**config.mk**
```make
export PLATFORM = sky130hd
export DESIGN_NAME = mdio_frame_master
export DESIGN_NICKNAME = d
export VERILOG_FILES = /design/src/rtl/mdio_pkg.sv /design/src/rtl/mdio_clkgen.sv /design/src/rtl/mdio_frame_engine.sv /design/src/rtl/mdio_frame_master.sv
export SDC_FILE = /design/constraint.sdc
export NUM_CORES = 1
export LEC_CHECK = 0
export BUFFER_PORTS_ARGS = -buffer_cell sky130_fd_sc_hd__buf_4
export CORE_MARGIN = 2
export CORE_UTILIZATION = 25
export CTS_CLUSTER_DIAMETER = 100
export DETAILED_ROUTE_END_ITERATION = 7
export SLEW_MARGIN = 20
export SYNTH_ARGS = -nofsm -noshare
export SYNTH_HDL_FRONTEND = slang
export SYNTH_SLANG_ARGS = --single-unit
```
**constraint.sdc**
```tcl
create_clock -name clk -period 5.4 [get_ports clk]
set_input_delay 1.35 -clock clk [delete_from_list [all_inputs] [get_ports clk]]
set_output_delay 1.35 -clock clk [all_outputs]
set_load 0.01 [all_outputs]
```
**src/rtl/mdio_pkg.sv**
```systemverilog
package mdio_pkg;
  localparam int ADDR_W   = 2;
  localparam int REG_W    = 32;
  localparam int DIV_W    = 6;
  localparam int PRE_W    = 32;
  localparam int DATA_W   = 16;

  localparam logic [ADDR_W-1:0] A_CMD  = 2'd0;
  localparam logic [ADDR_W-1:0] A_EVT  = 2'd1;
  localparam logic [ADDR_W-1:0] A_CTRL = 2'd2;
  localparam logic [ADDR_W-1:0] A_SPD  = 2'd3;

  localparam logic [1:0] OP_RD = 2'b10;
endpackage

```
**src/rtl/mdio_clkgen.sv**
```systemverilog
module mdio_clkgen
  import mdio_pkg::*;
(
  input  logic             clk,
  input  logic             rst_n,
  input  logic             run,
  input  logic [DIV_W-1:0] div,
  output logic             mdc,
  output logic             rise,
  output logic             fall
);
  logic [DIV_W-1:0] cnt;
  logic             tick;

  assign tick = run && (div != '0) && (cnt == div - 1'b1);
  assign rise = tick && !mdc;
  assign fall = tick && mdc;

  always_ff @(posedge clk or negedge rst_n) begin
    if (!rst_n) begin
      cnt <= '0;
      mdc <= 1'b0;
    end else if (!run) begin
      cnt <= '0;
      mdc <= 1'b0;
    end else if (div != '0) begin
      if (tick) begin
        cnt <= '0;
        mdc <= ~mdc;
      end else begin
        cnt <= cnt + 1'b1;
      end
    end
  end

  // a zero divider freezes the management clock
  a_r3_mdc_frozen: assert property (@(posedge clk) disable iff (!rst_n)
    (run && div == '0) |=> $stable(mdc));
endmodule

```
**src/rtl/mdio_frame_engine.sv**
```systemverilog
module mdio_frame_engine
  import mdio_pkg::*;
(
  input  logic              clk,
  input  logic              rst_n,
  input  logic              clr,
  input  logic              start,
  input  logic [REG_W-1:0]  cmd,
  input  logic              rise,
  input  logic              fall,
  input  logic              mdio_i,
  output logic              busy,
  output logic              is_rd,
  output logic              mdio_o,
  output logic              mdio_oe,
  output logic              done,
  output logic [DATA_W-1:0] rd_data
);
  localparam int TOT    = PRE_W + REG_W;
  localparam int CNT_W  = $clog2(TOT);
  localparam int FI_W   = $clog2(REG_W);
  localparam int TA_IDX = TOT - DATA_W - 2;
  localparam int DT_IDX = TOT - DATA_W;

  logic [REG_W-1:0]  frame;
  logic [CNT_W-1:0]  bit_cnt;
  logic [CNT_W-1:0]  fidx;
  logic [DATA_W-1:0] cap;

  assign fidx    = CNT_W'(TOT - 1) - bit_cnt;
  assign done    = busy && fall && (bit_cnt == CNT_W'(TOT - 1));
  assign rd_data = cap;

  always_comb begin
    if (!busy || bit_cnt < CNT_W'(PRE_W)) mdio_o = 1'b1;
    else                                   mdio_o = frame[fidx[FI_W-1:0]];
  end

  always_comb begin
    mdio_oe = busy;
    if (busy && is_rd && bit_cnt >= CNT_W'(TA_IDX)) mdio_oe = 1'b0;
  end

  always_ff @(posedge clk or negedge rst_n) begin
    if (!rst_n) begin
      busy    <= 1'b0;
      is_rd   <= 1'b0;
      frame   <= '0;
      bit_cnt <= '0;
      cap     <= '0;
    end else if (clr) begin
      busy    <= 1'b0;
      bit_cnt <= '0;
    end else if (!busy) begin
      if (start) begin
        busy    <= 1'b1;
        frame   <= cmd;
        is_rd   <= (cmd[REG_W-3 -: 2] == OP_RD);
        bit_cnt <= '0;
        cap     <= '0;
      end
    end else begin
      if (rise && is_rd && bit_cnt >= CNT_W'(DT_IDX))
        cap <= {cap[DATA_W-2:0], mdio_i};
      if (fall) begin
        if (bit_cnt == CNT_W'(TOT - 1)) busy <= 1'b0;
        else                            bit_cnt <= bit_cnt + 1'b1;
      end
    end
  end

  // line data only moves after a falling clock edge
  a_r2_mdio_on_fall: assert property (@(posedge clk) disable iff (!rst_n)
    (busy && $past(busy) && !$past(fall) && !$past(clr)) |-> $stable(mdio_o));
  // nothing is driven while idle
  a_r4_oe_idle: assert property (@(posedge clk) disable iff (!rst_n)
    !busy |-> !mdio_oe);
endmodule

```
**src/rtl/mdio_frame_master.sv**
```systemverilog
module mdio_frame_master
  import mdio_pkg::*;
#(
  parameter int RST_CYCLES = 8
) (
  input  logic              clk,
  input  logic              rst_n,
  input  logic              reg_we,
  input  logic [ADDR_W-1:0] reg_addr,
  input  logic [REG_W-1:0]  reg_wdata,
  output logic [REG_W-1:0]  reg_rdata,
  output logic              mdc,
  input  logic              mdio_i,
  output logic              mdio_o,
  output logic              mdio_oe,
  output logic              irq
);
  localparam int RC_W = $clog2(RST_CYCLES + 1);

  logic [REG_W-1:0]  cmd_q;
  logic              evt_q;
  logic [DIV_W-1:0]  div_q;
  logic [RC_W-1:0]   rst_cnt;
  logic              srst, busy, is_rd, done, rise, fall, start;
  logic [DATA_W-1:0] rd_data;
  logic              wr_cmd, wr_evt, wr_ctrl, wr_spd;

  assign srst    = (rst_cnt != '0);
  assign wr_cmd  = reg_we && reg_addr == A_CMD;
  assign wr_evt  = reg_we && reg_addr == A_EVT;
  assign wr_ctrl = reg_we && reg_addr == A_CTRL;
  assign wr_spd  = reg_we && reg_addr == A_SPD;
  assign start   = wr_cmd && !busy && !srst;
  assign irq     = evt_q;

  mdio_clkgen u_clk (
    .clk(clk), .rst_n(rst_n), .run(busy && !srst), .div(div_q),
    .mdc(mdc), .rise(rise), .fall(fall)
  );

  mdio_frame_engine u_eng (
    .clk(clk), .rst_n(rst_n), .clr(srst), .start(start), .cmd(reg_wdata),
    .rise(rise), .fall(fall), .mdio_i(mdio_i), .busy(busy), .is_rd(is_rd),
    .mdio_o(mdio_o), .mdio_oe(mdio_oe), .done(done), .rd_data(rd_data)
  );

  always_ff @(posedge clk or negedge rst_n) begin
    if (!rst_n) begin
      cmd_q   <= '0;
      evt_q   <= 1'b0;
      div_q   <= '0;
      rst_cnt <= '0;
    end else begin
      if (start)
        cmd_q <= reg_wdata;
      else if (done && is_rd)
        cmd_q[DATA_W-1:0] <= rd_data;

      if (wr_spd) div_q <= reg_wdata[DIV_W:1];

      if (wr_ctrl && reg_wdata[0]) rst_cnt <= RC_W'(RST_CYCLES);
      else if (srst)               rst_cnt <= rst_cnt - 1'b1;

      if (srst || (wr_ctrl && reg_wdata[0])) evt_q <= 1'b0;
      else if (done)                          evt_q <= 1'b1;
      else if (wr_evt && reg_wdata[0])        evt_q <= 1'b0;
    end
  end

  always_comb begin
    unique case (reg_addr)
      A_CMD:   reg_rdata = cmd_q;
      A_EVT:   reg_rdata = {{(REG_W-1){1'b0}}, evt_q};
      A_CTRL:  reg_rdata = {{(REG_W-2){1'b0}}, busy, srst};
      default: reg_rdata = {{(REG_W-DIV_W-1){1'b0}}, div_q, 1'b0};
    endcase
  end

  // a command written mid-frame leaves the stored word alone
  a_r8_cmd_ignored: assert property (@(posedge clk) disable iff (!rst_n)
    (busy && wr_cmd && !done) |=> $stable(cmd_q));
  // frame completion raises the event
  a_r7_done_sets_evt: assert property (@(posedge clk) disable iff (!rst_n)
    (done && !wr_ctrl) |=> evt_q);
  // soft reset leaves the bus idle
  a_r9_srst_idle: assert property (@(posedge clk) disable iff (!rst_n)
    srst |=> (!mdio_oe && !mdc));
endmodule

```
After elaboration in Yosys (flattened, before gate mapping)

Cells that the tools add are included.

Bits in registers: 106
Input bits: 38

Add/sub/neg operators: 5
Order comparisons: 4
Equal/unequal tests: 11
Mux-type cells: 31
Bitwise logic cells: 3
Reduce and logical (&&, ||, !) cells: 37

Operators by type and width:

| operator                                                             | number |
|---|---|
| 32-bit one-hot mux with 3 select lines                               | 1 |
| 16-bit two-way mux                                                   | 5 |
| 6-bit two-way mux                                                    | 8 |
| 1-bit logical AND                                                    | 20 |
| 1-bit two-way mux                                                    | 14 |
| 6-bit by 1-bit adder with 6-bit output, second input constant        | 2 |
| 6-bit >= comparator, second input constant                           | 2 |
| 3-bit AND reduction                                                  | 3 |
| 4-bit two-way mux                                                    | 2 |
| 2-bit == test, second input constant                                 | 3 |
| 6-bit == test                                                        | 1 |
| 6-bit == test, second input constant                                 | 1 |
| 5-bit by 6-bit < comparator with 1-bit output, second input constant | 1 |
| 6-bit < comparator, second input constant                            | 1 |
| 2-bit != test, second input constant                                 | 3 |
| 2-bit nonzero test                                                   | 3 |
| 3-bit nonzero test                                                   | 2 |
| 6-bit nonzero test                                                   | 1 |
| 6-bit by 1-bit subtractor with 6-bit output, second input constant   | 1 |
| 1-bit binary-select mux with 5-bit select                            | 1 |
| 5-bit subtractor, first input constant                               | 1 |
| 4-bit nonzero test                                                   | 1 |
| 4-bit by 1-bit subtractor with 4-bit output, second input constant   | 1 |
| 1-bit logical NOT                                                    | 3 |
| other kinds (7)                                                      | 10 |

Depth between registers and ports, before layout

Gate-level depths: netlist (run 1).

Depth after elaboration: 11
Mapped depth: 10
Mapped depth without buffers: 8

By module

From an unflattened synthesis (run 1), not the netlist that was laid out.

Cells, all modules: 511
Area total of the unflattened synthesis: 5454.0 µm²

By module, submodules not included:

| module            | instances | cells an instance | area an instance (µm²) | sequential area each (µm²) |
|---|---|---|---|---|
| mdio_frame_engine | 1         | 286               | 2611.3                 | 1401.3 |
| mdio_frame_master | 1         | 168               | 2289.7                 | 1076.0 |
| mdio_clkgen       | 1         | 57                | 553.0                  | 175.2 |

Least setup slack after synthesis (run 1)

Ideal clock, no wire load.

Kind: input -> output
Start: input reg_addr[0]
End: output reg_rdata[1]
Arrival time: 2217 ps
Setup slack: 1833 ps
Stages: 4
Cells stage by stage: clkbuf_1 -> nor2_1 -> clkbuf_1 -> a22o_1

Longest elaborated chain between the ends: 2
Elaborated cells on any way between the ends: 4
Those cells by class: eq/ne (2); mux (1); reduce/logical (1)

RTL lines:

| item                                       | line                    | RTL |
|---|---|---|
| from (decl)                                | mdio_frame_master.sv:9  | `input logic [ADDR_W-1:0] reg_addr,` |
| 2-bit == test (tied with other cells)      | mdio_frame_master.sv:71 | `unique case (reg_addr)` |
| 32-bit one-hot mux with 3 select lines (*) | mdio_frame_master.sv:71 |  |
| to (decl)                                  | mdio_frame_master.sv:11 | `output logic [REG_W-1:0] reg_rdata,` |

Every way passes the cells marked *; elsewhere a longest branch is shown, timed or not.

Worst setup path after layout (run 1)

Start: register u_eng.bit_cnt[0]
End: output mdio_o

Longest elaborated chain between the ends: 4
Elaborated cells on any way between the ends: 6
Those cells by class: add/sub (1); order compare (1); mux (3); reduce/logical (1)

RTL lines:

| item                                      | line                    | RTL |
|---|---|---|
| from (decl)                               | mdio_frame_engine.sv:26 | `logic [CNT_W-1:0] bit_cnt;` |
| from (signal assigned)                    | mdio_frame_engine.sv:67 | `else bit_cnt <= bit_cnt + 1'b1;` |
| 5-bit subtractor                          | mdio_frame_engine.sv:30 | `assign fidx = CNT_W'(TOT - 1) - bit_cnt;` |
| 1-bit binary-select mux with 5-bit select | mdio_frame_engine.sv:36 | `else mdio_o = frame[fidx[FI_W-1:0]];` |
| 1-bit two-way mux (implied by the code)   | mdio_frame_engine.sv:36 |  |
| 1-bit two-way mux (*)                     | mdio_frame_engine.sv:35 | `if (!busy \|\| bit_cnt < CNT_W'(PRE_W)) mdio_o = 1'b1;` |
| to (decl)                                 | mdio_frame_master.sv:14 | `output logic mdio_o,` |

Every way passes the cells marked *; elsewhere a longest branch is shown, timed or not. The select of a mux whose other input is x is not followed.

==> metrics.md, run 1 <==
| Metric | Value |
|---|---|
| # Max-Cap Violations | 0 |
| Share of layout cells above drive strength 1 | 20.7% |
| Worst min-delay path category | flop to flop |
| Unrepaired setup endpoints after global routing | no |
| Tmin final | 3.93 ns |
| P per Cell Area | 406 nW/um^2 |
| Total Power | 2.53 mW |
| Initial antenna violation count | 0 |
| Critical path type | flop to primary output |
| Leak | 2.94 nW |
| Chip Width | 147 um |
| Clock slew at reported path FFs | 0.07 ns |
| Drt initial violations | 191 |
| Final setup TNS | 0 ns |
| Clk sinks | 106 |
| Post-synth ARST share | 100% |
| Syn_nets | 562 |
| Yosys cell types | 55 |
| Rows | 52 |
| Sequential fraction of the synthesis area | 51.6% |
| Final setup vio count | 0 |
| Post-synthesis cell count | 518 |
| Vias in the first global route | 3877 |
| Final wirelength | 12.5 mm |
| # fillers | 2097 |
| HPWL after DPL | 8.67 mm |
| Avg Inst Size Synth | 9.93 sq um |
| Clk root buf | clkbuf_16 |
| Via-per-instance ratio | 4.55 |
| Actual slew at the worst max-slew pin | 0.994 ns |
| Clk_skew | 0.00875 ns |
| Clock buffer depth | 2 |
| Gr usage total | 11.8% |
| IO Pins | 74 |
| Max_slew headroom | 33.5% |
| Critical Path Fanout Max | 11 |
| FMAX | 255 MHz |
| DR WL/cell | 14.7 um |
| Post-synth top cells | nand2_1, dfrtp_1, and2_1 |
| PostCTS Resize Cnt | 0 |
| Layout area overhead | 21.0% |
| Final Hold Fails | 0 |
| Worst Setup Start Kind | flop |
| Post-CTS Repair Setup Buffers | 0 |
| CP Data Required Time | 4.05 ns |
| DRC viols | 0 |
| # diodes | 0 |
| Cts hold-fix bufs | 0 |
| Worst setup margin | 1.47 ns |
| DR vias | 3874 |
| Port Buf Inserts | 73 |
| Largest net degree at the start of global routing | 79 |
| Arrival @ worst endpoint | 2.58 ns |
| CTS tree | done |
| Top cell type by total area after synthesis | dfrtp_1 |
| Die Ht | 147 um |
| VDD IR-drop max | 0.138 mV |
| Starting Density | 25.4% |
| Worst Setup End Kind | primary output |
| Fin nets | 620 |
| Flop and latch count out of synthesis | 106 |
| YS warnings | 0 |
| Cts bufs inserted | 9 |
| DRT Pass-1 Iters | 4 |
| Synth top area cells | dfrtp_1, nand2_1, and2_1, mux4_2, nand3_1 |
| Part of the cycle the worst path needs | 72.7% |
| Total gr overflow | 0 |
| Antenna Violating Nets Remaining | 0 |
| Ys flop type | dfrtp_1 |
| H-tree levels | 3 |
| Mapped Area | 5140 sq um |
| Pre-CTS WS | 1.76 ns |
| Global placer's final weighted congestion | 0.800 |
| Die area | 21700 sq um |
| Clock Latency Late Sink | 0.35 ns |
| Most common cell in the netlist | nand2_1 |
| First-pass GRT wire length | 20.3 mm |
| Core area | 20200 sq um |
| Post-synth EDFFs | 0 |
| Share of the synthesized area in the top cell type | 51.6% |
| Status | complete, no violations |
| Slew Limit Fails | 0 |
==> layout by cell type, fill, tap and decap left out, types with 3 or more instances in the layout <==
master       n
a21oi_1     13
buf_4       78
xnor2_1      9
a221o_1      9
ha_1         6
a21o_1       9
nand2b_1     4
mux2i_1     10
and2_1      36
clkbuf_16    9
nor2_1      23
mux4_2      10
a22o_1       6
nand2_1    137
clkinv_2     4
nand3_1     22
o21ai_0     20
dfrtp_1    106
nand4_1      3
mux2_2       7
xor2_1       4
inv_1        9
==> sequential cells by signal (all words and copies together) (netlist names), 4 cells and up <==
signal / count
u_eng.frame: 32
u_clk.cnt: 6
div_q: 6
cmd_q: 32
u_eng.bit_cnt: 6
u_eng.rd_data: 16
rst_cnt: 4
==> final timing paths <==
check / startpoint / to / slack (ns) / cells after the start
worst max-delay path: u_eng.bit_cnt[0] / mdio_o / 1.47 / 5
worst min-delay path: cmd_q[31] / cmd_q[31] / 0.47 / 2
worst max register to register: rst_cnt[0] / cmd_q[12] / 2.17 / 8
worst min register to register: cmd_q[31] / cmd_q[31] / 0.47 / 2
max in group asynchronous: rst_n / cmd_q[10] / 3.23 / 2
min in group asynchronous: rst_n / cmd_q[31] / 1.15 / 1
==> critical path, cell delays in order (launching register included) <==
cell and delay [ns]:
dfrtp_1 0.76, mux4_2 0.60, mux4_2 0.48, nand2_1 0.08, nand4_1 0.10, buf_4 0.22
==> cell families after synthesis <==
logic type	synth area share (%)
adders and majority gates	1.46
xor gates and xnor gates	2.21
buffers and inverters	3.48
DFF	51.6
AOI/OAI and AO/OA	10.2
and+or+nand+nor	23.2
muxes	7.86
==> routing by layer <==
| metal | routed length (um) | share of wire (%) | vias to the layer above | GRT usage [%] |
|---|---|---|---|---|
| met5 | 0 | 0 | - | 0 |
| met4 | 233 | 1.9 | 0 | 4.81 |
| met3 | 326 | 2.6 | 15 | 1.73 |
| met2 | 5850 | 47 | 67 | 18.2 |
| met1 | 6070 | 49 | 1918 | 16.8 |
| li1 | - | - | 1874 | - |
==> metrics by stage <==
stage	instances	hold slack [ns]	util [%]	instance area, sq um
CTS	851	0.473	30.8	6220
global placement	835	0.450	29.3	5940
global route	851	0.503	30.8	6220
finish	851	0.468	30.8	6220
detailed placement	835	0.455	29.3	5940
floorplan	518	0.438	-	5140
==> final cells by class <==
type | count | area (sq um) | area share (%)
Clock inverter | 6 | 57.6 | 0.925
Timing Repair Buffer | 78 | 586 | 9.41
Clock buffer | 10 | 229 | 3.68
Tap cell | 270 | 338 | 5.43
Sequential cell | 106 | 2650 | 42.6
Inverter | 9 | 33.8 | 0.543
Multi-Input combinational cell | 372 | 2330 | 37.4
==> power breakdown <==
part	switching (mW)	internal [mW]
Sequential	0.190	1.09
Combinational	0.283	0.318
Clock	0.290	0.357
No activity file was read; power rests on OpenSTA's default activity.
==> run 2, diff against run 1 <==
ABC_AREA = 1   (was unset)
clock period = 3.9 ns   (was 5.4 ns; I/O delays follow)
==> run 2 against run 1 <==
Effect of this change:
- total power increased by 47%
- register-to-register slack worse by 0.76 ns
- final cell count grew 23%
- die area up 5.5%
- global-route usage rose by 0.90 points
- critical path type unchanged
==> metrics.md, run 2 <==
| Metric | Value |
|---|---|
| Most common cell in the netlist | nand2_1 |
| Largest net degree at the start of global routing | 63 |
| CP Data Required Time | 2.92 ns |
| Avg Inst Size Synth | 7.72 sq um |
| Origin of the critical flop-to-flop path | u_eng.busy |
| Hold worst-path end | u_eng.frame[15] |
| Fin nets | 809 |
| Cts hold-fix bufs | 0 |
| Cts bufs inserted | 9 |
| Sequential fraction of the synthesis area | 48.8% |
| Layout area overhead | 20.7% |
| Worst Hold Path Cells | 2 |
| Core area | 21200 sq um |
| PostCTS Resize Cnt | 0 |
| Rows | 53 |
| Placed cell count | 1029 |
| # Max-Cap Violations | 0 |
| Hold Slack | 0.475 ns |
| Clock slew at reported path FFs | 0.08 ns |
| CTS tree | done |
| Post-CTS Repair Setup Buffers | 0 |
| Top sig layer | met4 |
| FMAX | 302 MHz |
| Total gr overflow | 0 |
| HPWL after DPL | 10.1 mm |
| VDD IR-drop max | 0.279 mV |
| Final wirelength | 13.6 mm |
| # fillers | 2254 |
| Final setup TNS | 0 ns |
| Leak | 3.29 nW |
| DR WL/cell | 13.0 um |
| P per Cell Area | 567 nW/um^2 |
| Max_slew headroom | 46.3% |
| Gr usage total | 12.7% |
| Slew Limit Fails | 0 |
| Drt initial violations | 284 |
| Port Buf Inserts | 73 |
| R2R Setup Slk | 1.41 ns |
| Switching portion of total power | 33.7% |
| Yosys cell types | 39 |
| Clock Latency Late Sink | 0.35 ns |
| Clock buffer depth | 2 |
| Post-Synth XOR/XNOR Area | 0.967% |
| YS warnings | 0 |
| Tmin final | 3.31 ns |
| Global placer's final weighted congestion | 0.820 |
| Vias in the first global route | 4535 |
| Most frequent CP cell | nand3_1 |
| IO Pins | 74 |
| H-tree levels | 3 |
| Final setup vio count | 0 |
| Flop and latch count out of synthesis | 106 |
| Wl on met1 | 6.24 mm |
| Clock power frac | 26.2% |
| Via-per-instance ratio | 4.38 |
| Initial antenna violation count | 0 |
| Worst Setup End Kind | primary output |
| Unrepaired setup endpoints after global routing | no |
| DR WL met2 | 6.73 mm |
| DRC viols | 0 |
| Family with the most delay on the worst path | flip-flops |
| Part of the cycle the worst path needs | 84.9% |
| Status | complete, no violations |
| Multi-input combinational cell area | 2260 sq um |
| # diodes | 0 |
| Antenna Violating Nets Remaining | 0 |
| Commonest non-fill, non-tap cells in the layout | nand2_1, dfrtp_1, inv_1, o21ai_0, buf_4 |
| Post-synthesis cell count | 704 |
| First-pass GRT wire length | 22.9 mm |
| Min-delay src | u_eng.frame[15] |
| Share of the synthesized area in the top cell type | 48.8% |
| Synth Area in Compound Gates | 11.4% |
| Clk root buf | clkbuf_16 |
| Buf+Inv Stages, Crit Path | 2 |
| Post-synth top cells | nand2_1, dfrtp_1, inv_1 |
| Worst Setup Start Kind | flop |
| Final core utilization | 31.0% |
| Starting Density | 25.7% |
| Clk_skew | 0.0101 ns |
| Clk sinks | 106 |
| Flip-flop and latch area | 2650 sq um |
| Most common cell after layout, fill and taps aside | nand2_1 |
| R2r endpoint | cmd_q[2] |
| Area share of fa/ha/maj cells after synthesis | 1.38% |
| Mapped Area | 5430 sq um |
| Combinational Power Share | 27.0% |
| Die area | 22900 sq um |
| CP max-delay cell | dfrtp_1 |
| Int Pwr | 2.46 mW |
| Ys flop type | dfrtp_1 |
| Crit-path max cell delay | 0.77 ns |
| Post-synth EDFFs | 0 |
| Critical path cell sequence | inv_1, o21ai_0, nand3_1, nand3_1, nand3_1, nand2_1, nand4_1, buf_4 |
| Chip Width | 151 um |
| Sw power | 1.25 mW |
| Post-synth ARST share | 100% |
| Worst min-delay path category | flop to flop |
| Critical path type | flop to primary output |
| Multiplexer share of the synthesized area | 0% |
| Met3 WL | 463 um |
| Actual slew at the worst max-slew pin | 0.805 ns |
| Simple-gate share of the synthesized area | 27.9% |
| Total Power | 3.72 mW |
| Main combinational cell family by area after synthesis | simple AND/OR/NAND/NOR gates |
| Syn_nets | 748 |
| Seq pwr share | 46.8% |
| Synth top area cells | dfrtp_1, nand2_1, o21ai_0, inv_1, nand3_1 |
| Post-Layout Cell Count | 1045 |
| Critical Path Fanout Max | 24 |
| Die Ht | 151 um |
| Share of layout cells above drive strength 1 | 16.2% |
| Arrival @ worst endpoint | 2.34 ns |
| Reg2Reg Depth | 8 |
| Top cell type by total area after synthesis | dfrtp_1 |
| Final Hold Fails | 0 |
| Crit path launch | u_eng.bit_cnt[0] |
| DRT Pass-1 Iters | 5 |
| DR vias | 4575 |
[run 2: cell types whose count changed after synthesis, sizes merged, moves of 10 or more]
cell / change
and2: -37
nand3: +39
a21oi: +11
mux2i: -10
nand2: +47
mux4: -10
inv: +96
o21ai: +65
nor2: +46
[run 2: worst min-delay path: cells and delay by family (launching register included)]
kind             cells  cell delay [ns]
AND/OR/NAND/NOR      2             0.10
flip-flops           1             0.35
[run 2: how the worst max path moves through the flow]
stage               endpoint  slack, ns  cells past startpoint
2_1_floorplan  reg_rdata[10]       1.33                      4
6_report              mdio_o       0.59                      8
5_1_grt               mdio_o       0.23                      8
3_3_place_gp   reg_rdata[30]       0.96                      5
3_5_place_dp          mdio_o       0.96                      8
4_1_cts               mdio_o       0.56                      8
[run 2: power groups by stage]
stage	combinational, mW	sequential (mW)	clock (mW)
final	1.00	1.74	0.972
after floorplan	0.710	1.69	0
after global placement	0.994	1.75	0
after detailed placement	1.01	1.76	0
after CTS	1.02	1.74	0.999
after global routing	1.17	1.79	1.04
[run 2: routing by layer]
metal  GRT usage (%)  up-vias
met1            16.5     2152
met4            4.07        0
met2            21.7       53
met3            2.14       13
li1                -     2357
met5               0        -
[run 2: area by class of cell]
cell class              count  area share, %
clock buffers              10           3.65
clock inverters             6           1.26
inverters                 105           6.01
multi-input cells         467           34.5
flip-flops and latches    106           40.5
well taps                 275           5.25
repair buffers             76           8.89
[run 2: kinds of logic (layout without fill, tap and decap cells)]
family / after synthesis / after routing
XOR/XNOR: 6 / 6
flip-flops: 106 / 106
AND/OR/NAND/NOR: 336 / 336
AO/OA/AOI/OAI: 119 / 119
buffers and inverters: 131 / 197
adder cells (fa/ha/maj): 6 / 6
[run 2: metrics by stage]
step | setup slack [ns] | area [sq um]
finish | 0.589 | 6560
global route | 0.233 | 6560
CTS | 0.560 | 6560
detailed placement | 0.957 | 6230
global placement | 0.958 | 6230
floorplan | 1.33 | 5430
